<file path="src/rtl/dma_thr_pkg.sv">
package dma_thr_pkg;

    typedef enum logic [1:0] {
        ST_IDLE,
        ST_REQ,
        ST_XFER,
        ST_REL
    } thr_state_e;

    function automatic int unsigned unit_bytes(input logic [2:0] code);
        case (code)
            3'd1:    return 2;
            3'd2:    return 4;
            3'd3:    return 16;
            3'd4:    return 32;
            default: return 1;
        endcase
    endfunction

    function automatic int unsigned unit_beats(input logic [2:0] code,
                                               input int unsigned bus_bytes);
        int unsigned b;
        b = unit_bytes(code) / bus_bytes;
        return (b == 0) ? 1 : b;
    endfunction

endpackage

</file>
<file path="src/rtl/thr_mode_decode.sv">
module thr_mode_decode #(
    parameter int GAP_SHORT = 16,
    parameter int GAP_LONG  = 64,
    parameter int GAP_W     = $clog2(GAP_LONG + 1)
) (
    input  logic [1:0]       cyc_mode,
    input  logic             all_chan_steal,
    output logic [GAP_W-1:0] gap_len,
    output logic             cfg_err
);
    logic intermittent;

    always_comb begin
        intermittent = cyc_mode[1];
        cfg_err      = intermittent && !all_chan_steal;
        gap_len      = '0;
        if (intermittent && all_chan_steal) begin
            gap_len = cyc_mode[0] ? GAP_W'(GAP_LONG) : GAP_W'(GAP_SHORT);
        end
    end
endmodule

</file>
<file path="src/rtl/thr_gap_timer.sv">
module thr_gap_timer #(
    parameter int GAP_W = 7
) (
    input  logic             clk,
    input  logic             rst_n,
    input  logic             start,
    input  logic [GAP_W-1:0] len,
    output logic             busy
);
    typedef struct packed {
        logic [GAP_W-1:0] gap;
    } gap_regs_t;

    gap_regs_t gap_d, gap_q;

    always_comb begin
        gap_d = gap_q;
        if (start) begin
            gap_d.gap = len;
        end else if (gap_q.gap != '0) begin
            gap_d.gap = gap_q.gap - 1'b1;
        end
    end

    always_ff @(posedge clk or negedge rst_n) begin
        if (!rst_n) gap_q <= '0;
        else        gap_q <= gap_d;
    end

    assign busy = (gap_q.gap != '0);

    assert_gap_dec_R3: assert property (@(posedge clk) disable iff (!rst_n)
        (gap_q.gap != '0 && !start) |=> (gap_q.gap == $past(gap_q.gap) - 1'b1));
endmodule

</file>
<file path="src/rtl/thr_unit_ctr.sv">
module thr_unit_ctr #(
    parameter int CNT_W = 16
) (
    input  logic             clk,
    input  logic             rst_n,
    input  logic             load,
    input  logic [CNT_W-1:0] load_val,
    input  logic             dec,
    output logic [CNT_W-1:0] remaining,
    output logic             done
);
    typedef struct packed {
        logic [CNT_W-1:0] cnt;
        logic             done;
    } ctr_regs_t;

    ctr_regs_t ctr_d, ctr_q;

    always_comb begin
        ctr_d = ctr_q;
        if (load) begin
            ctr_d.cnt  = load_val;
            ctr_d.done = (load_val == '0);
        end else if (dec && ctr_q.cnt != '0) begin
            ctr_d.cnt  = ctr_q.cnt - 1'b1;
            ctr_d.done = (ctr_q.cnt == CNT_W'(1));
        end
    end

    always_ff @(posedge clk or negedge rst_n) begin
        if (!rst_n) begin
            ctr_q.cnt  <= '0;
            ctr_q.done <= 1'b1;
        end else begin
            ctr_q <= ctr_d;
        end
    end

    assign remaining = ctr_q.cnt;
    assign done      = ctr_q.done;

    assert_dec_one_R8: assert property (@(posedge clk) disable iff (!rst_n)
        (dec && !load && ctr_q.cnt != '0) |=> (ctr_q.cnt == $past(ctr_q.cnt) - 1'b1));
    assert_done_zero_R8: assert property (@(posedge clk) disable iff (!rst_n)
        (ctr_q.cnt == '0) == ctr_q.done);
    assert_load_R10: assert property (@(posedge clk) disable iff (!rst_n)
        load |=> (ctr_q.cnt == $past(load_val)));
endmodule

</file>
<file path="src/rtl/dma_cs_throttle.sv">
module dma_cs_throttle
    import dma_thr_pkg::*;
#(
    parameter int BUS_BYTES = 4,
    parameter int CNT_W     = 16,
    parameter int GAP_SHORT = 16,
    parameter int GAP_LONG  = 64
) (
    input  logic             clk,
    input  logic             rst_n,
    input  logic             xfer_req_n,
    input  logic [1:0]       cyc_mode,
    input  logic             all_chan_steal,
    input  logic [2:0]       unit_code,
    output logic             bus_req,
    input  logic             bus_gnt,
    input  logic             beat_ack,
    output logic             bus_rel,
    input  logic             load,
    input  logic [CNT_W-1:0] load_count,
    output logic [CNT_W-1:0] remaining,
    output logic             done,
    output logic             cfg_err
);
    localparam int GAP_W    = $clog2(GAP_LONG + 1);
    localparam int MAX_BEAT = (32 / BUS_BYTES < 1) ? 1 : 32 / BUS_BYTES;
    localparam int BEAT_W   = $clog2(MAX_BEAT + 1);

    typedef struct packed {
        thr_state_e        state;
        logic              pend;
        logic [BEAT_W-1:0] beats_tgt;
        logic [BEAT_W-1:0] beat_cnt;
    } fsm_regs_t;

    fsm_regs_t fsm_d, fsm_q;

    logic [GAP_W-1:0] gap_len;
    logic             gap_busy;
    logic             unit_end;
    logic             pend_in;

    thr_mode_decode #(
        .GAP_SHORT(GAP_SHORT),
        .GAP_LONG (GAP_LONG),
        .GAP_W    (GAP_W)
    ) u_mode (
        .cyc_mode      (cyc_mode),
        .all_chan_steal(all_chan_steal),
        .gap_len       (gap_len),
        .cfg_err       (cfg_err)
    );

    thr_gap_timer #(.GAP_W(GAP_W)) u_gap (
        .clk  (clk),
        .rst_n(rst_n),
        .start(unit_end),
        .len  (gap_len),
        .busy (gap_busy)
    );

    thr_unit_ctr #(.CNT_W(CNT_W)) u_ctr (
        .clk      (clk),
        .rst_n    (rst_n),
        .load     (load),
        .load_val (load_count),
        .dec      (unit_end),
        .remaining(remaining),
        .done     (done)
    );

    always_comb begin
        fsm_d    = fsm_q;
        unit_end = 1'b0;
        pend_in  = fsm_q.pend || !xfer_req_n;
        fsm_d.pend = pend_in;
        case (fsm_q.state)
            ST_IDLE, ST_REL: begin
                fsm_d.state = ST_IDLE;
                if (pend_in && !done && !gap_busy) begin
                    fsm_d.state     = ST_REQ;
                    fsm_d.pend      = 1'b0;
                    fsm_d.beats_tgt = BEAT_W'(unit_beats(unit_code, BUS_BYTES));
                end
            end
            ST_REQ: begin
                if (bus_gnt) begin
                    fsm_d.state    = ST_XFER;
                    fsm_d.beat_cnt = '0;
                end
            end
            ST_XFER: begin
                if (beat_ack) begin
                    if (fsm_q.beat_cnt == fsm_q.beats_tgt - 1'b1) begin
                        fsm_d.state = ST_REL;
                        unit_end    = 1'b1;
                    end else begin
                        fsm_d.beat_cnt = fsm_q.beat_cnt + 1'b1;
                    end
                end
            end
            default: fsm_d.state = ST_IDLE;
        endcase
    end

    always_ff @(posedge clk or negedge rst_n) begin
        if (!rst_n) begin
            fsm_q.state     <= ST_IDLE;
            fsm_q.pend      <= 1'b0;
            fsm_q.beats_tgt <= '0;
            fsm_q.beat_cnt  <= '0;
        end else begin
            fsm_q <= fsm_d;
        end
    end

    assign bus_req = (fsm_q.state == ST_REQ);
    assign bus_rel = (fsm_q.state == ST_REL);

    assert_cfg_nogap_R4: assert property (@(posedge clk) disable iff (!rst_n)
        (unit_end && cfg_err) |=> !gap_busy);
    assert_gap_hold_R3: assert property (@(posedge clk) disable iff (!rst_n)
        (gap_busy && !bus_req) |=> !bus_req);
    assert_req_held_R5: assert property (@(posedge clk) disable iff (!rst_n)
        (bus_req && !bus_gnt) |=> bus_req);
    assert_req_drop_R5: assert property (@(posedge clk) disable iff (!rst_n)
        (bus_req && bus_gnt) |=> !bus_req);
    assert_rel_pulse_R7: assert property (@(posedge clk) disable iff (!rst_n)
        bus_rel |=> !bus_rel);
    assert_rel_after_ack_R7: assert property (@(posedge clk) disable iff (!rst_n)
        $rose(bus_rel) |-> $past(beat_ack));
    assert_no_req_done_R8: assert property (@(posedge clk) disable iff (!rst_n)
        (done && !bus_req) |=> !bus_req);
endmodule

</file>
<file path="config.mk">
export PLATFORM = sky130hd
export DESIGN_NAME = dma_cs_throttle
export DESIGN_NICKNAME = d
export VERILOG_FILES = /design/src/rtl/dma_thr_pkg.sv /design/src/rtl/thr_mode_decode.sv /design/src/rtl/thr_gap_timer.sv /design/src/rtl/thr_unit_ctr.sv /design/src/rtl/dma_cs_throttle.sv
export SDC_FILE = /design/constraint.sdc
export NUM_CORES = 1
export LEC_CHECK = 0
export ABC_CLOCK_PERIOD_IN_PS = 3280
export BUFFER_PORTS_ARGS = -buffer_cell sky130_fd_sc_hd__buf_2
export CAP_MARGIN = 30
export CORE_ASPECT_RATIO = 2
export CORE_UTILIZATION = 39
export DETAILED_ROUTE_END_ITERATION = 6
export HOLD_SLACK_MARGIN = 0.08
export PLACE_DENSITY = 0.7
export SYNTH_ARGS = -nofsm -noshare
export SYNTH_HDL_FRONTEND = slang
export SYNTH_HIERARCHICAL = 1
export SYNTH_SLANG_ARGS = --single-unit
export TNS_END_PERCENT = 20
</file>
<file path="constraint.sdc">
create_clock -name clk -period 3.28 [get_ports clk]
set_clock_uncertainty 0.2 [all_clocks]
set_input_delay 0.656 -clock clk [delete_from_list [all_inputs] [get_ports clk]]
set_output_delay 0.656 -clock clk [all_outputs]
set_load 0.02 [all_outputs]
</file>
# Word level (Yosys, flattened, before mapping)
# Cells that the tools add are included.
totals:
  inputBits: 28
  wordCells: 69
  register_bits: 35
  output_inout_bits: 20
classes:
  muxes: 23
  add_sub_neg: 4
  n_eq_ne: 13
  n_reduce_logical: 22
ops:
  columns: ["operator", "count"]
  rows:
  - ["$mux 32", 2]
  - ["$mux 17", 2]
  - ["$logic_not 32->1", 1]
  - ["$mux 7", 4]
  - ["$pmux 6 s4", 1]
  - ["$eq 16x1->1 const B", 1]
  - ["$logic_not 16->1", 1]
  - ["$mux 4", 4]
  - ["$reduce_bool 16->1", 1]
  - ["$sub 16x1->16 const B", 1]
  - ["$pmux 4 s2", 1]
  - ["$reduce_bool 7->1", 1]
  - ["$sub 7x1->7 const B", 1]
  - ["$eq 3x2->1 const B", 2]
  - ["$mux 2", 3]
  - ["$mux 6", 1]
  - ["$ne 2x2->1 const B", 3]
  - ["$pmux 2 s3", 1]
  - ["$reduce_bool 2->1", 3]
  - ["$logic_and 1x1->1", 5]
  - ["$mux 5", 1]
  - ["$add 4x1->4 const B", 1]
  - ["$eq 2x2->1 const B", 2]
  - ["$eq 4x4->1", 1]
  - ["13 further kinds", 18]

# Logic depth before layout (Yosys ltp)
depth:
  ltp_word: 10
  mapped_depth: 10

# Hierarchy
# Netlist, hierarchy kept.
modules_own_cells:
  columns: ["module", "cells_per_inst", "area_per_inst_um2", "instances"]
  rows:
  - ["thr_unit_ctr", 122, 1112.3, 1]
  - ["dma_cs_throttle", 65, 639.4, 1]
  - ["thr_gap_timer", 44, 437.9, 1]
  - ["thr_mode_decode", 9, 67.6, 1]

# Least setup slack after synthesis
# OpenSTA, ideal clock, no wires.
synth_path:
  kind: "register to register"
  startpoint: "reg u_ctr.ctr_q, in the netlist u_ctr/remaining[0]"
  endpoint: "reg u_ctr.ctr_q, in the netlist u_ctr/remaining[15]"
  n_path_buf: 1
  slack_ns: 0.684
  setup_ns: 0.126
  t_arrival_ns: 2.270
  path_stages_with_launch: 9
  path_cell_list: "dfrtp_1 > inv_1 > ha_1 > or3b_2 > or3_4 > o21bai_4 > buf_6 > o2bb2ai_1 > a221o_1"
synth_via:
  elab_chain_len: 3
synth_rtl:
  columns: ["item", "line", "source"]
  rows:
  - ["from (decl)", "thr_unit_ctr.sv:17", "ctr_regs_t ctr_d, ctr_q;"]
  - ["from (signal assigned)", "thr_unit_ctr.sv:35", "ctr_q <= ctr_d;"]
  - ["$sub 16x1->16 / $reduce_bool 16->1 (equally long branches)", "thr_unit_ctr.sv:25, thr_unit_ctr.sv:24", null]
  - ["$mux 17 / $logic_and 1x1->1 (equally long branches)", "thr_unit_ctr.sv:24", "end else if (dec && ctr_q.cnt != '0) begin"]
  - ["$mux 17 / $reduce_bool 2->1 (equally long branches)", null, null]
# Several ways; a longest one is shown, not always the timed one. The select of a mux whose other input is x is not followed.
# A chain may end at the register's enable or synchronous reset.

# Final worst setup path
layout_path:
  startpoint: "reg u_ctr.ctr_q, in the netlist u_ctr/remaining[1]"
  endpoint: "reg u_ctr.ctr_q, in the netlist u_ctr/remaining[10]"
# Same word-level chain as after synthesis.

==> flow_summary.yaml <==
run_status:
  outcome: "completed"
worst_setup_path:
  critPathKind: "reg -> reg"
  required_ns: 3.25
  crit_fanout: 17
  path_cells: "inv_1, ha_1, or3b_2, or3_4, o21bai_4, o21ai_0, a221o_1"
  timing.reg2reg.setup_slack_ns: 0.40
  r2r_end: "u_ctr/remaining[10]"
  cp_slowest_cell: "or3b_2"
  rr_worst_depth: 7
  slowest_delay_ns: 0.51
  worst_setup_path_end_kind: "flop"
  cp-start-kind: "flop"
  arrival_ns: 2.86
  rr_startpoint: "u_ctr/remaining[1]"
floorplanning:
  io_pins: 48
  dieHeight_um: 110
  core_um2: 5520
  die_x_um: 55.8
  row_count: 38
  die_area_um2: 6110
  start_util_pct: 40.9
place:
  dp_hpwl_um: 4290
  io_buffers: 47
  dp.cells: 341
  gp_congestion: 0.939
global_routing:
  grt_pass1_vias: 2038
  antenna_found_initial: 0
  grt_pass1_wl_um: 9500
  grtUsageTotal_pct: 20.0
  grt-ovfl-total: 0
  grt_max_degree: 35
sta:
  setup_tns_ns: 0
  finalMaxSlewViolations: 0
  max_slew_margin_pct: 48.6
  rsz0062_at_grt: "no"
  setup_viol: 0
  worstMarginPinSlew_ns: 0.771
  period_minus_slack_ns: 2.88
  hold_viol: 0
  timing.final.crit_share_pct: 87.9
  fmax_ghz: 0.347
finish:
  drive_gt1_share_pct: 26.3
  nets: 325
  stdcell_count: 349
  antenna_cells: 0
  layout_common_cells: "47 x buf_2, 33 x dfrtp_1, 19 x nand2_1"
  area_growth_pct: 16.4
  fill_cells: 547
  final_common_cell: "buf_2"
power:
  ir_drop_mv: 0.401
  p_leak_nw: 1.19
  pwr_density_cell_nw_per_um2: 717
route:
  route.vias.total: 2072
  wl_per_cell_um: 16.0
  ant_nets: 0
  firstDrtPassIters: 4
  drt_drc_violations_left: 0
  via_per_inst: 5.94
  wl_um: 5600
  drt_iter0_markers: 57
clock_network:
  root_buffer: "clkbuf_8"
  hold_buffers: 0
  cts_made_buffers: 5
  clock-sinks: 34
  clockBufferDepth: 2
  cts_max_level: 2
  clk_transition_reported_paths_ns: 0.07
  clkLatencyLatePin_ns: 0.28
  cts_tree: "yes"
  ctsResizeCount: 0
  cts_setup_buffers: 0
logic_synthesis:
  postSynthAreaPerCell_um2: 9.40
  ys.flop_type: "dfrtp_1"
  synthArstFlopShare_pct: 100
  synth-simple-area-share_pct: 24.8
  muxShareOfSynthArea_pct: 1.44
  yosys.area_share.adder_pct: 4.99
  synth_cells: 240
  synth-seq-cells: 34
  synth-seq-area-share_pct: 37.7
  synth_compound_area_share_pct: 22.7
  synth-xor-area-share_pct: 2.16
  synthesis.area_um2: 2260
  synth_warnings: 6
  synth_edf_count: 0
  synth_top_family_by_area: "simple AND/OR/NAND/NOR gates"
  ys_types: 61
run:
  maxCapViolCount: 0
min_path:
  hp-class: "in -> async"
-- state kept, by name, summed over array words and instances, names as in the netlist --
signal           flops
u_ctr/remaining     16
u_ctr/done           1
u_gap/gap_q          7
fsm_q               10
-- power breakdown --
| part | switching (mW) | leakage (nW) | total (mW) | internal [mW] |
|---|---|---|---|---|
| sequential | 0.156 | 0.410 | 0.703 | 0.547 |
| clock | 0.149 | 0.0575 | 0.361 | 0.212 |
| combinational | 0.457 | 0.724 | 0.820 | 0.363 |
| total | 0.763 | 1.19 | 1.88 | 1.12 |
-- cells by family after synthesis --
| logic type | after synthesis |
|---|---|
| compound gates | 70 |
| xor+xnor | 4 |
| fa+ha+maj | 9 |
| buf+inv | 27 |
| flops | 34 |
| mux | 3 |
| other cells | 1 |
| simple gates | 92 |
-- synth_stat cells, drive strengths merged, types with 5 or more instances --
cell / number / area [um2]
o21ai: 12 / 60.1
buf: 8 / 65.1
nor3b: 5 / 37.5
a21oi: 14 / 70.1
nand2: 19 / 71.3
inv: 15 / 56.3
a221o: 9 / 90.1
nor2: 10 / 37.5
o31ai: 6 / 45.0
nor4: 14 / 93.8
dfrtp: 33 / 826
or4: 8 / 75.1
nor3: 6 / 30.0
ha: 9 / 113
nor2b: 5 / 31.3
-- area by class of cell --
type | count | area, um2 | share of cell area, %
multi-input cells | 183 | 1280 | 48.9
flip-flops and latches | 34 | 852 | 32.4
clock buffers | 8 | 110 | 4.19
repair buffers | 49 | 250 | 9.52
inverters | 15 | 56.3 | 2.14
well taps | 60 | 75.1 | 2.86
-- metrics by stage --
| stage | worst slack [ns] | hold WS [ns] | utilization (%) | power, mW | instance area, um2 |
|---|---|---|---|---|---|
| after global placement | 0.509 | 0.280 | 45.6 | 1.51 | 2520 |
| final | 0.396 | 0.244 | 47.6 | 1.88 | 2630 |
| after detailed placement | 0.450 | 0.280 | 45.6 | 1.53 | 2520 |
| after global routing | 0.226 | 0.307 | 47.6 | 2.03 | 2630 |
| after floorplan | 0.684 | 0.160 | - | 1.31 | 2270 |
| after CTS | 0.435 | 0.267 | 47.6 | 1.90 | 2630 |
-- per-layer routing --
metal | share of wire (%) | routed length, um | vias up | GRT usage [%]
li1 | - | - | 1004 | -
met1 | 38 | 2120 | 968 | 21.2
met2 | 53 | 2950 | 79 | 36.0
met3 | 4.4 | 245 | 21 | 2.47
met4 | 5.0 | 280 | 0 | 14.3
met5 | 0 | 0 | - | 0
-- worst max-delay path by stage --
stage / to / cells past startpoint / slack [ns] / from
after floorplan: u_ctr/remaining[15] / 8 / 0.68 / u_ctr/remaining[0]
after global placement: u_ctr/remaining[6] / 7 / 0.51 / u_ctr/remaining[0]
after detailed placement: u_ctr/remaining[10] / 7 / 0.45 / u_ctr/remaining[0]
after CTS: u_ctr/remaining[6] / 7 / 0.43 / u_ctr/remaining[0]
after global routing: u_ctr/remaining[6] / 7 / 0.23 / u_ctr/remaining[1]
final: u_ctr/remaining[10] / 7 / 0.40 / u_ctr/remaining[1]
-- worst max-delay path: cells and delay by family (launching register included) --
kind / cells / cell delay, ns
compound gates: 3 / 0.88
simple gates: 2 / 0.88
flops: 1 / 0.42
fa+ha+maj: 1 / 0.26
buf+inv: 1 / 0.12
Power figures use the tool's default switching activity.
